## config.mk

```make
export PLATFORM = sky130hd
export DESIGN_NAME = hn_home_ctrl
export DESIGN_NICKNAME = d
export VERILOG_FILES = /design/src/rtl/hn_pkg.sv /design/src/rtl/hn_pick_low.sv /design/src/rtl/hn_popcnt.sv /design/src/rtl/hn_dir_store.sv /design/src/rtl/hn_home_ctrl.sv
export SDC_FILE = /design/constraint.sdc
export NUM_CORES = 1
export LEC_CHECK = 0
export BUFFER_PORTS_ARGS = -buffer_cell sky130_fd_sc_hd__buf_2
export CAP_MARGIN = 20
export CORE_MARGIN = 4
export CORE_UTILIZATION = 65
export CTS_CLUSTER_DIAMETER = 30
export DETAILED_ROUTE_END_ITERATION = 8
export PLACE_DENSITY = 0.88
export SLEW_MARGIN = 20
export SYNTH_ARGS = -nofsm -noshare
export SYNTH_HDL_FRONTEND = slang
export SYNTH_SLANG_ARGS = --single-unit
```

## constraint.sdc

```tcl
create_clock -name clk_i -period 7.16 [get_ports clk_i]
set_input_delay 1.074 -clock clk_i [delete_from_list [all_inputs] [get_ports clk_i]]
set_output_delay 1.074 -clock clk_i [all_outputs]
set_load 0.02 [all_outputs]
```

## src/rtl/hn_pkg.sv

```systemverilog
package hn_pkg;
  typedef enum logic [2:0] {
    DS_UNC    = 3'd0,
    DS_SHR    = 3'd1,
    DS_MOD    = 3'd2,
    DS_BUSY_X = 3'd3,
    DS_BUSY_R = 3'd4
  } dir_st_e;

  typedef enum logic [2:0] {
    IM_RD     = 3'd0,
    IM_RDX    = 3'd1,
    IM_WB     = 3'd2,
    IM_INVACK = 3'd3,
    IM_FWDACK = 3'd4
  } in_msg_e;

  typedef enum logic [2:0] {
    OM_DATA   = 3'd0,
    OM_FWD    = 3'd1,
    OM_INV    = 3'd2,
    OM_NACK   = 3'd3,
    OM_RECALL = 3'd4
  } out_msg_e;

  typedef enum logic [1:0] {
    CS_IDLE,
    CS_SEND_INV,
    CS_WAIT_ACK,
    CS_WAIT_FWD
  } ctrl_st_e;
endpackage

```

## src/rtl/hn_pick_low.sv

```systemverilog
module hn_pick_low #(
  parameter int N = 4,
  localparam int IW = $clog2(N)
) (
  input  logic [N-1:0]  mask_i,
  output logic [N-1:0]  onehot_o,
  output logic [IW-1:0] idx_o
);
  always_comb begin
    onehot_o = '0;
    idx_o    = '0;
    for (int i = N - 1; i >= 0; i--) begin
      if (mask_i[i]) begin
        onehot_o    = '0;
        onehot_o[i] = 1'b1;
        idx_o       = IW'(i);
      end
    end
  end
endmodule

```

## src/rtl/hn_popcnt.sv

```systemverilog
module hn_popcnt #(
  parameter int N = 4,
  localparam int CW = $clog2(N + 1)
) (
  input  logic [N-1:0]  vec_i,
  output logic [CW-1:0] cnt_o
);
  always_comb begin
    cnt_o = '0;
    for (int i = 0; i < N; i++) cnt_o = cnt_o + CW'(vec_i[i]);
  end
endmodule

```

## src/rtl/hn_dir_store.sv

```systemverilog
module hn_dir_store
  import hn_pkg::*;
#(
  parameter int NUM_LINES = 8,
  parameter int NUM_CORES = 4,
  parameter int DATA_W    = 16,
  localparam int LW = $clog2(NUM_LINES),
  localparam int CW = $clog2(NUM_CORES)
) (
  input  logic                 clk_i,
  input  logic                 rst_ni,
  input  logic [LW-1:0]        rd_line_i,
  output dir_st_e              rd_state_o,
  output logic [CW-1:0]        rd_owner_o,
  output logic [NUM_CORES-1:0] rd_sharers_o,
  output logic [DATA_W-1:0]    rd_data_o,
  input  logic [LW-1:0]        wr_line_i,
  input  logic                 dir_we_i,
  input  dir_st_e              wr_state_i,
  input  logic [CW-1:0]        wr_owner_i,
  input  logic [NUM_CORES-1:0] wr_sharers_i,
  input  logic                 mem_we_i,
  input  logic [DATA_W-1:0]    mem_data_i
);
  dir_st_e              st_a  [NUM_LINES];
  logic [CW-1:0]        own_a [NUM_LINES];
  logic [NUM_CORES-1:0] shr_a [NUM_LINES];
  logic [DATA_W-1:0]    mem_a [NUM_LINES];

  for (genvar g = 0; g < NUM_LINES; g++) begin : g_line
    dir_st_e              st_q;
    logic [CW-1:0]        own_q;
    logic [NUM_CORES-1:0] shr_q;
    logic [DATA_W-1:0]    mem_q;
    logic                 hit;

    assign hit = (wr_line_i == LW'(g));

    always_ff @(posedge clk_i or negedge rst_ni) begin
      if (!rst_ni) begin
        st_q  <= DS_UNC;
        own_q <= '0;
        shr_q <= '0;
        mem_q <= '0;
      end else begin
        if (dir_we_i && hit) begin
          st_q  <= wr_state_i;
          own_q <= wr_owner_i;
          shr_q <= wr_sharers_i;
        end
        if (mem_we_i && hit) mem_q <= mem_data_i;
      end
    end

    assign st_a[g]  = st_q;
    assign own_a[g] = own_q;
    assign shr_a[g] = shr_q;
    assign mem_a[g] = mem_q;
  end

  assign rd_state_o   = st_a[rd_line_i];
  assign rd_owner_o   = own_a[rd_line_i];
  assign rd_sharers_o = shr_a[rd_line_i];
  assign rd_data_o    = mem_a[rd_line_i];

  // a Modified entry keeps a single owner and no clean copies
  assert_mod_no_sharer_R7: assert property (@(posedge clk_i) disable iff (!rst_ni)
    dir_we_i && wr_state_i == DS_MOD |-> wr_sharers_i == '0);
endmodule

```

## src/rtl/hn_home_ctrl.sv

```systemverilog
module hn_home_ctrl
  import hn_pkg::*;
#(
  parameter int NUM_CORES = 4,
  parameter int NUM_LINES = 8,
  parameter int DATA_W    = 16,
  parameter bit FOUR_HOP  = 1'b0,
  localparam int CW   = $clog2(NUM_CORES),
  localparam int LW   = $clog2(NUM_LINES),
  localparam int CNTW = $clog2(NUM_CORES + 1)
) (
  input  logic              clk_i,
  input  logic              rst_ni,
  input  logic              in_valid_i,
  output logic              in_ready_o,
  input  logic [2:0]        in_type_i,
  input  logic [CW-1:0]     in_src_i,
  input  logic [LW-1:0]     in_line_i,
  input  logic [DATA_W-1:0] in_data_i,
  output logic              out_valid_o,
  input  logic              out_ready_i,
  output logic [2:0]        out_type_o,
  output logic [CW-1:0]     out_dst_o,
  output logic [LW-1:0]     out_line_o,
  output logic [CW-1:0]     out_req_o,
  output logic [DATA_W-1:0] out_data_o
);
  function automatic logic [NUM_CORES-1:0] core_bit(input logic [CW-1:0] c);
    logic [NUM_CORES-1:0] b;
    b    = '0;
    b[c] = 1'b1;
    return b;
  endfunction

  ctrl_st_e             cs_q, cs_d;
  logic [LW-1:0]        t_line_q, t_line_d;
  logic [CW-1:0]        t_req_q, t_req_d, t_owner_q, t_owner_d;
  logic                 t_mod_q, t_mod_d;
  logic [NUM_CORES-1:0] inv_mask_q, inv_mask_d;
  logic [CNTW-1:0]      ack_cnt_q, ack_cnt_d;

  dir_st_e              rd_state;
  logic [CW-1:0]        rd_owner;
  logic [NUM_CORES-1:0] rd_sharers;
  logic [DATA_W-1:0]    rd_data;
  logic                 dir_we, mem_we;
  dir_st_e              wr_state;
  logic [CW-1:0]        wr_owner;
  logic [NUM_CORES-1:0] wr_sharers;

  logic                 out_free, fire, is_t_line;
  logic [NUM_CORES-1:0] src_bit, excl_mask, pick_oh;
  logic [CW-1:0]        pick_idx;
  logic [CNTW-1:0]      excl_cnt;
  out_msg_e             fwd_type;

  logic                 out_ld;
  out_msg_e             o_type;
  logic [CW-1:0]        o_dst, o_req;
  logic [LW-1:0]        o_line;
  logic [DATA_W-1:0]    o_data;

  assign out_free   = !out_valid_o || out_ready_i;
  assign in_ready_o = out_free && (cs_q != CS_SEND_INV);
  assign fire       = in_valid_i && in_ready_o;
  assign is_t_line  = (in_line_i == t_line_q);
  assign src_bit    = core_bit(in_src_i);
  assign excl_mask  = (rd_state == DS_MOD) ? (core_bit(rd_owner) & ~src_bit)
                                           : (rd_sharers & ~src_bit);

  if (FOUR_HOP) begin : g_recall
    assign fwd_type = OM_RECALL;
  end else begin : g_fwd
    assign fwd_type = OM_FWD;
  end

  hn_dir_store #(.NUM_LINES(NUM_LINES), .NUM_CORES(NUM_CORES), .DATA_W(DATA_W)) u_store (
    .clk_i       (clk_i),
    .rst_ni      (rst_ni),
    .rd_line_i   (in_line_i),
    .rd_state_o  (rd_state),
    .rd_owner_o  (rd_owner),
    .rd_sharers_o(rd_sharers),
    .rd_data_o   (rd_data),
    .wr_line_i   (in_line_i),
    .dir_we_i    (dir_we),
    .wr_state_i  (wr_state),
    .wr_owner_i  (wr_owner),
    .wr_sharers_i(wr_sharers),
    .mem_we_i    (mem_we),
    .mem_data_i  (in_data_i)
  );

  hn_popcnt #(.N(NUM_CORES)) u_cnt (.vec_i(excl_mask), .cnt_o(excl_cnt));

  hn_pick_low #(.N(NUM_CORES)) u_pick (.mask_i(inv_mask_q), .onehot_o(pick_oh), .idx_o(pick_idx));

  always_comb begin
    cs_d       = cs_q;
    t_line_d   = t_line_q;
    t_req_d    = t_req_q;
    t_owner_d  = t_owner_q;
    t_mod_d    = t_mod_q;
    inv_mask_d = inv_mask_q;
    ack_cnt_d  = ack_cnt_q;
    out_ld     = 1'b0;
    o_type     = OM_DATA;
    o_dst      = in_src_i;
    o_line     = in_line_i;
    o_req      = in_src_i;
    o_data     = '0;
    dir_we     = 1'b0;
    mem_we     = 1'b0;
    wr_state   = rd_state;
    wr_owner   = rd_owner;
    wr_sharers = rd_sharers;

    if (cs_q == CS_SEND_INV && out_free) begin
      out_ld     = 1'b1;
      o_type     = OM_INV;
      o_dst      = pick_idx;
      o_line     = t_line_q;
      o_req      = t_req_q;
      inv_mask_d = inv_mask_q & ~pick_oh;
      if (inv_mask_d == '0) cs_d = CS_WAIT_ACK;
    end

    if (fire) begin
      unique case (in_msg_e'(in_type_i))
        IM_RD, IM_RDX: begin
          if (cs_q != CS_IDLE) begin
            out_ld = 1'b1;
            o_type = OM_NACK;
          end else if (in_msg_e'(in_type_i) == IM_RD) begin
            if (rd_state == DS_MOD && rd_owner != in_src_i) begin
              out_ld    = 1'b1;
              o_type    = fwd_type;
              o_dst     = rd_owner;
              dir_we    = 1'b1;
              wr_state  = DS_BUSY_R;
              t_line_d  = in_line_i;
              t_req_d   = in_src_i;
              t_owner_d = rd_owner;
              cs_d      = CS_WAIT_FWD;
            end else begin
              out_ld = 1'b1;
              o_data = rd_data;
              if (rd_state != DS_MOD) begin
                dir_we     = 1'b1;
                wr_state   = DS_SHR;
                wr_sharers = rd_sharers | src_bit;
              end
            end
          end else if (excl_cnt == '0) begin
            out_ld     = 1'b1;
            o_data     = rd_data;
            dir_we     = 1'b1;
            wr_state   = DS_MOD;
            wr_owner   = in_src_i;
            wr_sharers = '0;
          end else begin
            dir_we     = 1'b1;
            wr_state   = DS_BUSY_X;
            t_line_d   = in_line_i;
            t_req_d    = in_src_i;
            t_mod_d    = (rd_state == DS_MOD);
            inv_mask_d = excl_mask;
            ack_cnt_d  = excl_cnt;
            cs_d       = CS_SEND_INV;
          end
        end
        IM_WB: begin
          if (rd_state == DS_MOD && rd_owner == in_src_i) begin
            mem_we     = 1'b1;
            dir_we     = 1'b1;
            wr_state   = DS_UNC;
            wr_owner   = '0;
            wr_sharers = '0;
          end else if (cs_q == CS_WAIT_FWD && is_t_line && in_src_i == t_owner_q) begin
            // writeback crossed the forwarded read: serve it from home
            mem_we     = 1'b1;
            out_ld     = 1'b1;
            o_dst      = t_req_q;
            o_req      = t_req_q;
            o_data     = in_data_i;
            dir_we     = 1'b1;
            wr_state   = DS_SHR;
            wr_owner   = '0;
            wr_sharers = core_bit(t_req_q);
            cs_d       = CS_IDLE;
          end
        end
        IM_INVACK: begin
          if (cs_q == CS_WAIT_ACK && is_t_line) begin
            ack_cnt_d = ack_cnt_q - 1'b1;
            mem_we    = t_mod_q;
            if (ack_cnt_q == CNTW'(1)) begin
              out_ld     = 1'b1;
              o_dst      = t_req_q;
              o_req      = t_req_q;
              o_data     = t_mod_q ? in_data_i : rd_data;
              dir_we     = 1'b1;
              wr_state   = DS_MOD;
              wr_owner   = t_req_q;
              wr_sharers = '0;
              cs_d       = CS_IDLE;
            end
          end
        end
        IM_FWDACK: begin
          if (cs_q == CS_WAIT_FWD && is_t_line && in_src_i == t_owner_q) begin
            mem_we     = 1'b1;
            dir_we     = 1'b1;
            wr_state   = DS_SHR;
            wr_owner   = '0;
            wr_sharers = core_bit(t_owner_q) | core_bit(t_req_q);
            cs_d       = CS_IDLE;
            if (FOUR_HOP) begin
              out_ld = 1'b1;
              o_dst  = t_req_q;
              o_req  = t_req_q;
              o_data = in_data_i;
            end
          end
        end
        default: ;
      endcase
    end
  end

  always_ff @(posedge clk_i or negedge rst_ni) begin
    if (!rst_ni) begin
      cs_q       <= CS_IDLE;
      t_line_q   <= '0;
      t_req_q    <= '0;
      t_owner_q  <= '0;
      t_mod_q    <= 1'b0;
      inv_mask_q <= '0;
      ack_cnt_q  <= '0;
    end else begin
      cs_q       <= cs_d;
      t_line_q   <= t_line_d;
      t_req_q    <= t_req_d;
      t_owner_q  <= t_owner_d;
      t_mod_q    <= t_mod_d;
      inv_mask_q <= inv_mask_d;
      ack_cnt_q  <= ack_cnt_d;
    end
  end

  always_ff @(posedge clk_i or negedge rst_ni) begin
    if (!rst_ni) begin
      out_valid_o <= 1'b0;
      out_type_o  <= '0;
      out_dst_o   <= '0;
      out_line_o  <= '0;
      out_req_o   <= '0;
      out_data_o  <= '0;
    end else if (out_ld) begin
      out_valid_o <= 1'b1;
      out_type_o  <= o_type;
      out_dst_o   <= o_dst;
      out_line_o  <= o_line;
      out_req_o   <= o_req;
      out_data_o  <= o_data;
    end else if (out_ready_i) begin
      out_valid_o <= 1'b0;
    end
  end

  assert_out_hold_R11: assert property (@(posedge clk_i) disable iff (!rst_ni)
    out_valid_o && !out_ready_i |=> out_valid_o && $stable(out_type_o) && $stable(out_dst_o)
      && $stable(out_line_o) && $stable(out_req_o) && $stable(out_data_o));

  assert_busy_nack_R10: assert property (@(posedge clk_i) disable iff (!rst_ni)
    fire && cs_q != CS_IDLE && (in_type_i == 3'd0 || in_type_i == 3'd1)
      |=> out_valid_o && out_type_o == 3'(OM_NACK) && out_dst_o == $past(in_src_i));

  assert_ack_cnt_live_R5: assert property (@(posedge clk_i) disable iff (!rst_ni)
    cs_q == CS_WAIT_ACK |-> ack_cnt_q != '0);

  assert_inv_target_R5: assert property (@(posedge clk_i) disable iff (!rst_ni)
    cs_q == CS_SEND_INV |-> $onehot(pick_oh));

  assert_fwd_line_busy_R3: assert property (@(posedge clk_i) disable iff (!rst_ni)
    cs_q == CS_WAIT_FWD && fire && is_t_line |-> rd_state == DS_BUSY_R);

  assert_race_fill_R9: assert property (@(posedge clk_i) disable iff (!rst_ni)
    fire && cs_q == CS_WAIT_FWD && in_type_i == 3'd2 && is_t_line && in_src_i == t_owner_q
      |=> out_valid_o && out_type_o == 3'(OM_DATA) && out_dst_o == $past(t_req_q)
          && out_data_o == $past(in_data_i));
endmodule

```

==> results of run 1 <==
[routing by layer]
metal | track usage [%] | part of all wire, % | routed length, um | up-vias
met5 | 0.2273 | 0.065 | 23 | -
met4 | 16.75 | 4.9 | 1730 | 2
met3 | 7.101 | 10 | 3502 | 169
met2 | 51.92 | 47 | 16600 | 663
met1 | 44.37 | 38 | 13340 | 4760
li1 | - | - | - | 3816
[power by group]
group	switching [uW]	internal (uW)
registers	65.2	1440
logic	307	154
clock network	732	1480
total	1100	3070
[worst max-delay path, stage by stage]
cell and delay (ns):
buf_2 0.50, mux4_2 0.62, a211oi_1 0.42, o22ai_1 0.39
nor3_1 0.32, a21oi_1 0.07, a21oi_1 0.24, ha_1 0.29
fa_1 0.43, ha_1 0.32, or3_1 0.42, nor2_1 0.30
nand2_1 0.18, a21o_1 0.26, a21oi_1 0.14, o21ai_0 0.32
mux2_2 0.40
[cells by family after synthesis]
kind of cell               count (synthesis)
other                                      1
adders and majority gates                  5
buffers and inverters                     68
AOI/OAI and AO/OA                        170
xor gates and xnor gates                   7
DFF                                      243
muxes                                    266
and+or+nand+nor                          224
[sequential cells by signal, indices dropped and copies added (netlist names), 3 cells and up]
name / count
ack_cnt_q: 3
inv_mask_q: 4
out_data_o: 16
out_line_o: 3
t_line_q: 3
u_store.g_line.mem_q: 128
u_store.g_line.own_q: 16
u_store.g_line.shr_q: 32
u_store.g_line.st_q: 24
[cell usage in the layout (no fill, tap or decap), drive strengths merged, types with 4 or more instances in the layout]
cell	n
a211oi	7
a21oi	29
a22oi	18
a32oi	5
a41o	4
and2	5
buf	75
bufinv	8
clkbuf	53
clkinv	15
dfrtp	243
ha	4
inv	15
mux2	207
mux2i	14
mux4	45
nand2	102
nand2b	5
nand3	25
nor2	36
nor2b	4
nor3	13
nor3b	4
nor4	9
o211ai	5
o21ai	58
o22a	4
o31ai	5
or3	4
xor2	4
[synth_stat cells, drive strengths merged (4+ instances only)]
cell type  number  area (sq um)
a211oi          7         52.55
o211ai          5         42.54
o21ai          58         294.0
dfrtp         243          6081
nand2b          5         31.28
a32oi           5         43.79
o31ai           5         51.30
a21oi          29         145.1
nor4            9         93.84
inv            12         45.04
mux2i          14         140.1
nor3b           4         30.03
nor2b           4         25.02
nand3          25         125.1
mux4           45          1021
o22a            4         43.80
or3             4         25.02
a22oi          18         135.1
and2            5         31.28
nor3           13         95.09
mux2          207          2369
nand2         102         382.9
xor2            4         35.03
nor2           36         135.1
clkbuf         27         101.4
buf            28         180.2
ha              4         50.05
a41o            4         40.04
[final timing paths]
check,startpoint,endpoint,slack (ns),cells past startpoint
setup / recovery,in_line_i[1],u_store.g_line[1].shr_q[0],0.88,17
hold / removal,u_store.g_line[7].mem_q[11],u_store.g_line[7].mem_q[11],0.50,1
setup reg to reg,u_store.g_line[6].st_q[2],u_store.g_line[1].shr_q[0],1.67,16
hold reg to reg,u_store.g_line[7].mem_q[11],u_store.g_line[7].mem_q[11],0.50,1
max in group asynchronous,rst_ni,t_line_q[1],4.89,2
min in group asynchronous,rst_ni,t_line_q[2],0.64,1
[per-stage QoR]
stage                     std cells  cell area [sq um]  power (uW)  utilization (%)
after global placement         1237              12850        1952            68.72
after floorplan                 984              12380        1801                -
after detailed placement       1237              12850        1967            68.72
final                          1317              14470        4177            77.36
after global routing           1317              14470        4301            77.36
after CTS                      1316              14430        4170            77.15
[layout make-up]
cell class / count / area, sq um
sequential: 243 / 6081
multi-input combinational: 673 / 6012
fill: 1006 / 4234
clock buffer: 53 / 1185
timing repair buffer: 75 / 460.4
clock inverter: 26 / 391.6
tap: 234 / 292.8
inverter: 13 / 48.80
==> flow_summary.yaml, run 1 <==
setup_path:
  end_kind: "register"
  cp-start-kind: "input pin"
  critPathMaxFanout: 24
  arrival_ns: 6.68
  cp.required_ns: 7.57
  critPathKind: "input pin to register"
yosys:
  ys_seq_area_share_pct: 49.13
  synth_fp_nets: 1017
  synth-simple-area-share_pct: 9.178
  synth_enable_flop_cells: 0
  ys_types: 78
  yosysWarnings: 0
  ys_seq_elements: 243
  synth_xor_area_share_pct: 0.5559
  syn_area_sq_um: 12380
  syn_inst: 984
  synth.avg_cell_area_sq_um: 12.58
  synth-compound-area-share_pct: 9.360
  ys_async_sr_fraction_pct: 100.0
  synthFlopType: "dfrtp_1"
  synthAdderAreaFrac_pct: 0.5661
  synth_top_family_by_area: "multiplexers"
  synth_mux_area_share_pct: 28.52
timing:
  tightest_slew_ns: 1.145
  setup_violations: 0
  slew_headroom_pct: 23.44
  setup_tns_ns: 0
  hold_ws_ns: 0.4991
  rsz0062_at_grt: "no"
  min_period_ns: 6.279
  setup_slack_ns: 0.8813
  drv_slew: 0
  skew_ns: 0.01879
  finalCritPeriodShare_pct: 87.69
  finalHoldViolCount: 0
  fmax_ghz: 0.1593
floorplan:
  die_h_um: 146.0
  core-area_sq_um: 18710
  num_rows: 50
  die_area_sq_um: 21310
  ioPinCount: 56
  die_w_um: 146.0
  start_util_pct: 66.17
clocking:
  cts_htree_levels: 2
  cts-root-buf: "clkbuf_16"
  cts_resized: 0
  cts_tree: "done"
  clock_latency_ns: 0.54
  cts_buffers: 44
  cts_max_path_buffers: 3
  cts_hold_buf: 0
  clkTransAtPathRegs_ns: 0.05
  postCtsSetupBuffers: 0
  cts.sinks: 243
layout:
  antenna_cells: 0
  syn_to_final_growth_pct: 16.91
  drive_gt1_share_pct: 39.61
  nets: 1083
grt:
  grt_max_degree: 129
  first_global_vias: 9707
  grt_pass1_wl_um: 55590
  track_usage_pct: 33.15
  antenna_found_initial: 0
  grt_overflow: 0
outcome:
  outcome: "completed"
power_and_ir_drop:
  ir_drop_v: 0.0002054
  leakage_uw: 0.006965
  p_per_area_nw_per_um2: 288.7
place:
  gp_congestion: 0.9899
  io_buffers: 54
  place_hpwl_um: 19430
  pre_cts_ws_ns: 0.5531
detailed_routing:
  viasPerCell: 7.145
  drcViolationCount: 0
  drtIter0Drc: 1141
  drt_wl_total_um: 35200
  first_pass_iters: 6
  via_count: 9410
  antenna_left: 0
  wire_per_inst_um: 26.72
run:
  max-cap-violations: 0
hold_path:
  min_path_type: "register to register"
(Power assumes the default switching activity.)
==> inputs of run 2 (changes only) <==
Settings changed: CELL_PAD_IN_SITES_DETAIL_PLACEMENT set to 1, CELL_PAD_IN_SITES_GLOBAL_PLACEMENT set to 1, CORE_UTILIZATION 65 to 55, CTS_CLUSTER_SIZE set to 25, PLACE_DENSITY 0.88 to 0.89.
==> flow_summary.yaml, run 2 (synthesized netlist as in run 1, its figures left out) <==
hold_path:
  worstHoldStart: "u_store.g_line[3].mem_q[2]"
  whs_endpoint: "u_store.g_line[3].mem_q[2]"
  hold_depth: 1
  min_path_type: "register to register"
timing:
  slew_headroom_pct: 21.80
  finalCritPeriodShare_pct: 88.62
  setup_tns_ns: 0
  skew_ns: 0.03738
  setup_violations: 0
  finalHoldViolCount: 0
  min_period_ns: 6.345
  rsz0062_at_grt: "no"
  tightest_slew_ns: 1.167
  drv_slew: 0
  fmax_ghz: 0.1576
clocking:
  cts_hold_buf: 0
  cts_buffers: 50
  cts_resized: 0
  cts-root-buf: "clkbuf_16"
  postCtsSetupBuffers: 0
  cts.sinks: 243
  clock_latency_ns: 0.57
  cts_tree: "done"
  cts_max_path_buffers: 3
  cts_htree_levels: 2
  clkTransAtPathRegs_ns: 0.05
layout:
  drive_gt1_share_pct: 39.84
  fillers: 2060
  layout_commonest_cell: "dfrtp_1"
  max_flop_register: "u_store.g_line.mem_q"
  multi_input_area_sq_um: 6012
  top_regs: "u_store.g_line.mem_q (128), u_store.g_line.shr_q (32), u_store.g_line.st_q (24)"
  final-instance-count-excl-fill: 1372
  layout_common_cells: "dfrtp_1, mux2_2, nand2_1, o21ai_0, clkbuf_16"
  largest_register_ffs: 128
  antenna_cells: 0
  nets: 1087
  syn_to_final_growth_pct: 18.92
  seq_area_sq_um: 6081
detailed_routing:
  antenna_left: 0
  drcViolationCount: 0
  wire_per_inst_um: 33.23
  viasPerCell: 7.160
  first_pass_iters: 5
  via_count: 9823
  drt_wl_total_um: 45600
  drtIter0Drc: 1136
setup_path:
  critPathMaxFanout: 30
  r2r_slack_ns: 1.38
  cp.required_ns: 7.57
  worst_r2r_startpoint: "u_store.g_line[5].st_q[0]"
  critPathKind: "input pin to register"
  end_kind: "register"
  max_stage_delay_ns: 0.52
  reg2reg_to: "u_store.g_line[4].shr_q[0]"
  crit_chain: "buf_4 -> buf_4 -> nand2_1 -> or3_1 -> o211ai_2 -> nand3_1 -> a21oi_1 -> ha_1 -> fa_1 -> ha_1 -> or3_1 -> nor2_1 -> nand2_1 -> a21o_1 -> a21oi_1 -> o21ai_0 -> mux2_2"
  r2r.worst_path.cells: 16
  critical_path.top_delay_family: "simple AND/OR/NAND/NOR gates"
  critPathBufInv: 2
  critPathSlowestCell: "buf_4"
  arrival_ns: 6.76
  cp-startpoint: "in_line_i[0]"
  cp-start-kind: "input pin"
grt:
  track_usage_pct: 37.37
  grt_pass1_wl_um: 70150
  grt_max_degree: 145
  first_global_vias: 10980
  grt_overflow: 0
  antenna_found_initial: 1
place:
  io_buffers: 54
  dp.cells: 1281
  gp_congestion: 0.9537
  place_hpwl_um: 23730
floorplan:
  die_h_um: 158.0
  core-area_sq_um: 21960
  ioPinCount: 56
  num_rows: 54
  die_area_sq_um: 24970
  start_util_pct: 56.37
  die_w_um: 158.0
power_and_ir_drop:
  ir_drop_v: 0.0002594
  p_per_area_nw_per_um2: 306.4
  leakage_uw: 0.007038
run:
  max-cap-violations: 0
outcome:
  outcome: "completed"
[run 2: changes by cell type in the layout (fill, tap and decap cells not counted), moves of 3 or more]
cell / delta
clkbuf_16: +8
clkinv_4: -5
clkinvlp_4: +5
clkbuf_8: +4
clkbuf_1: +3
inv_6: -3
[run 2: routing by layer]
layer	up-vias	wire length, um	GRT usage (%)
met2	767	21770	59.75
met1	4968	16880	46.69
met5	-	11	0
met4	2	3067	21.08
li1	3815	-	-
met3	271	3866	9.322
[run 2: layout make-up]
type                    count  share of cell area (%)
repair buffers             73                   3.043
inverters                  13                  0.3315
clock buffers              68                   9.860
flip-flops and latches    243                   41.31
clock inverters            22                   2.235
well taps                 280                   2.380
multi-input cells         673                   40.84
[run 2: how the worst max path moves through the flow]
stage	endpoint	slack, ns	cells past startpoint
4_1_cts	out_line_o[1]	0.93	18
5_1_grt	out_line_o[1]	0.56	18
2_1_floorplan	u_store.g_line[0].shr_q[0]	1.88	17
3_5_place_dp	out_line_o[1]	0.68	18
6_report	u_store.g_line[4].shr_q[0]	0.82	17
3_3_place_gp	out_line_o[1]	1.00	18
[run 2: power by group]
part	switching, uW	internal, uW	leakage (uW)
sequential	81.4	1440	0.00336
combinational	347	153	0.00282
clock	823	1660	0.000856
total	1250	3260	0.00704
[run 2: through the flow]
stage | instance area (sq um) | setup slack (ns) | util (%) | power, uW | hold slack (ns)
CTS | 14690 | 0.9308 | 66.91 | 4493 | 0.5096
finish | 14720 | 0.8151 | 67.04 | 4511 | 0.5117
global placement | 12910 | 1.000 | 58.80 | 1960 | 0.4812
detailed placement | 12910 | 0.6803 | 58.80 | 1985 | 0.4914
global route | 14720 | 0.5641 | 67.04 | 4625 | 0.5296
floorplan | 12380 | 1.875 | - | 1801 | 0.4720
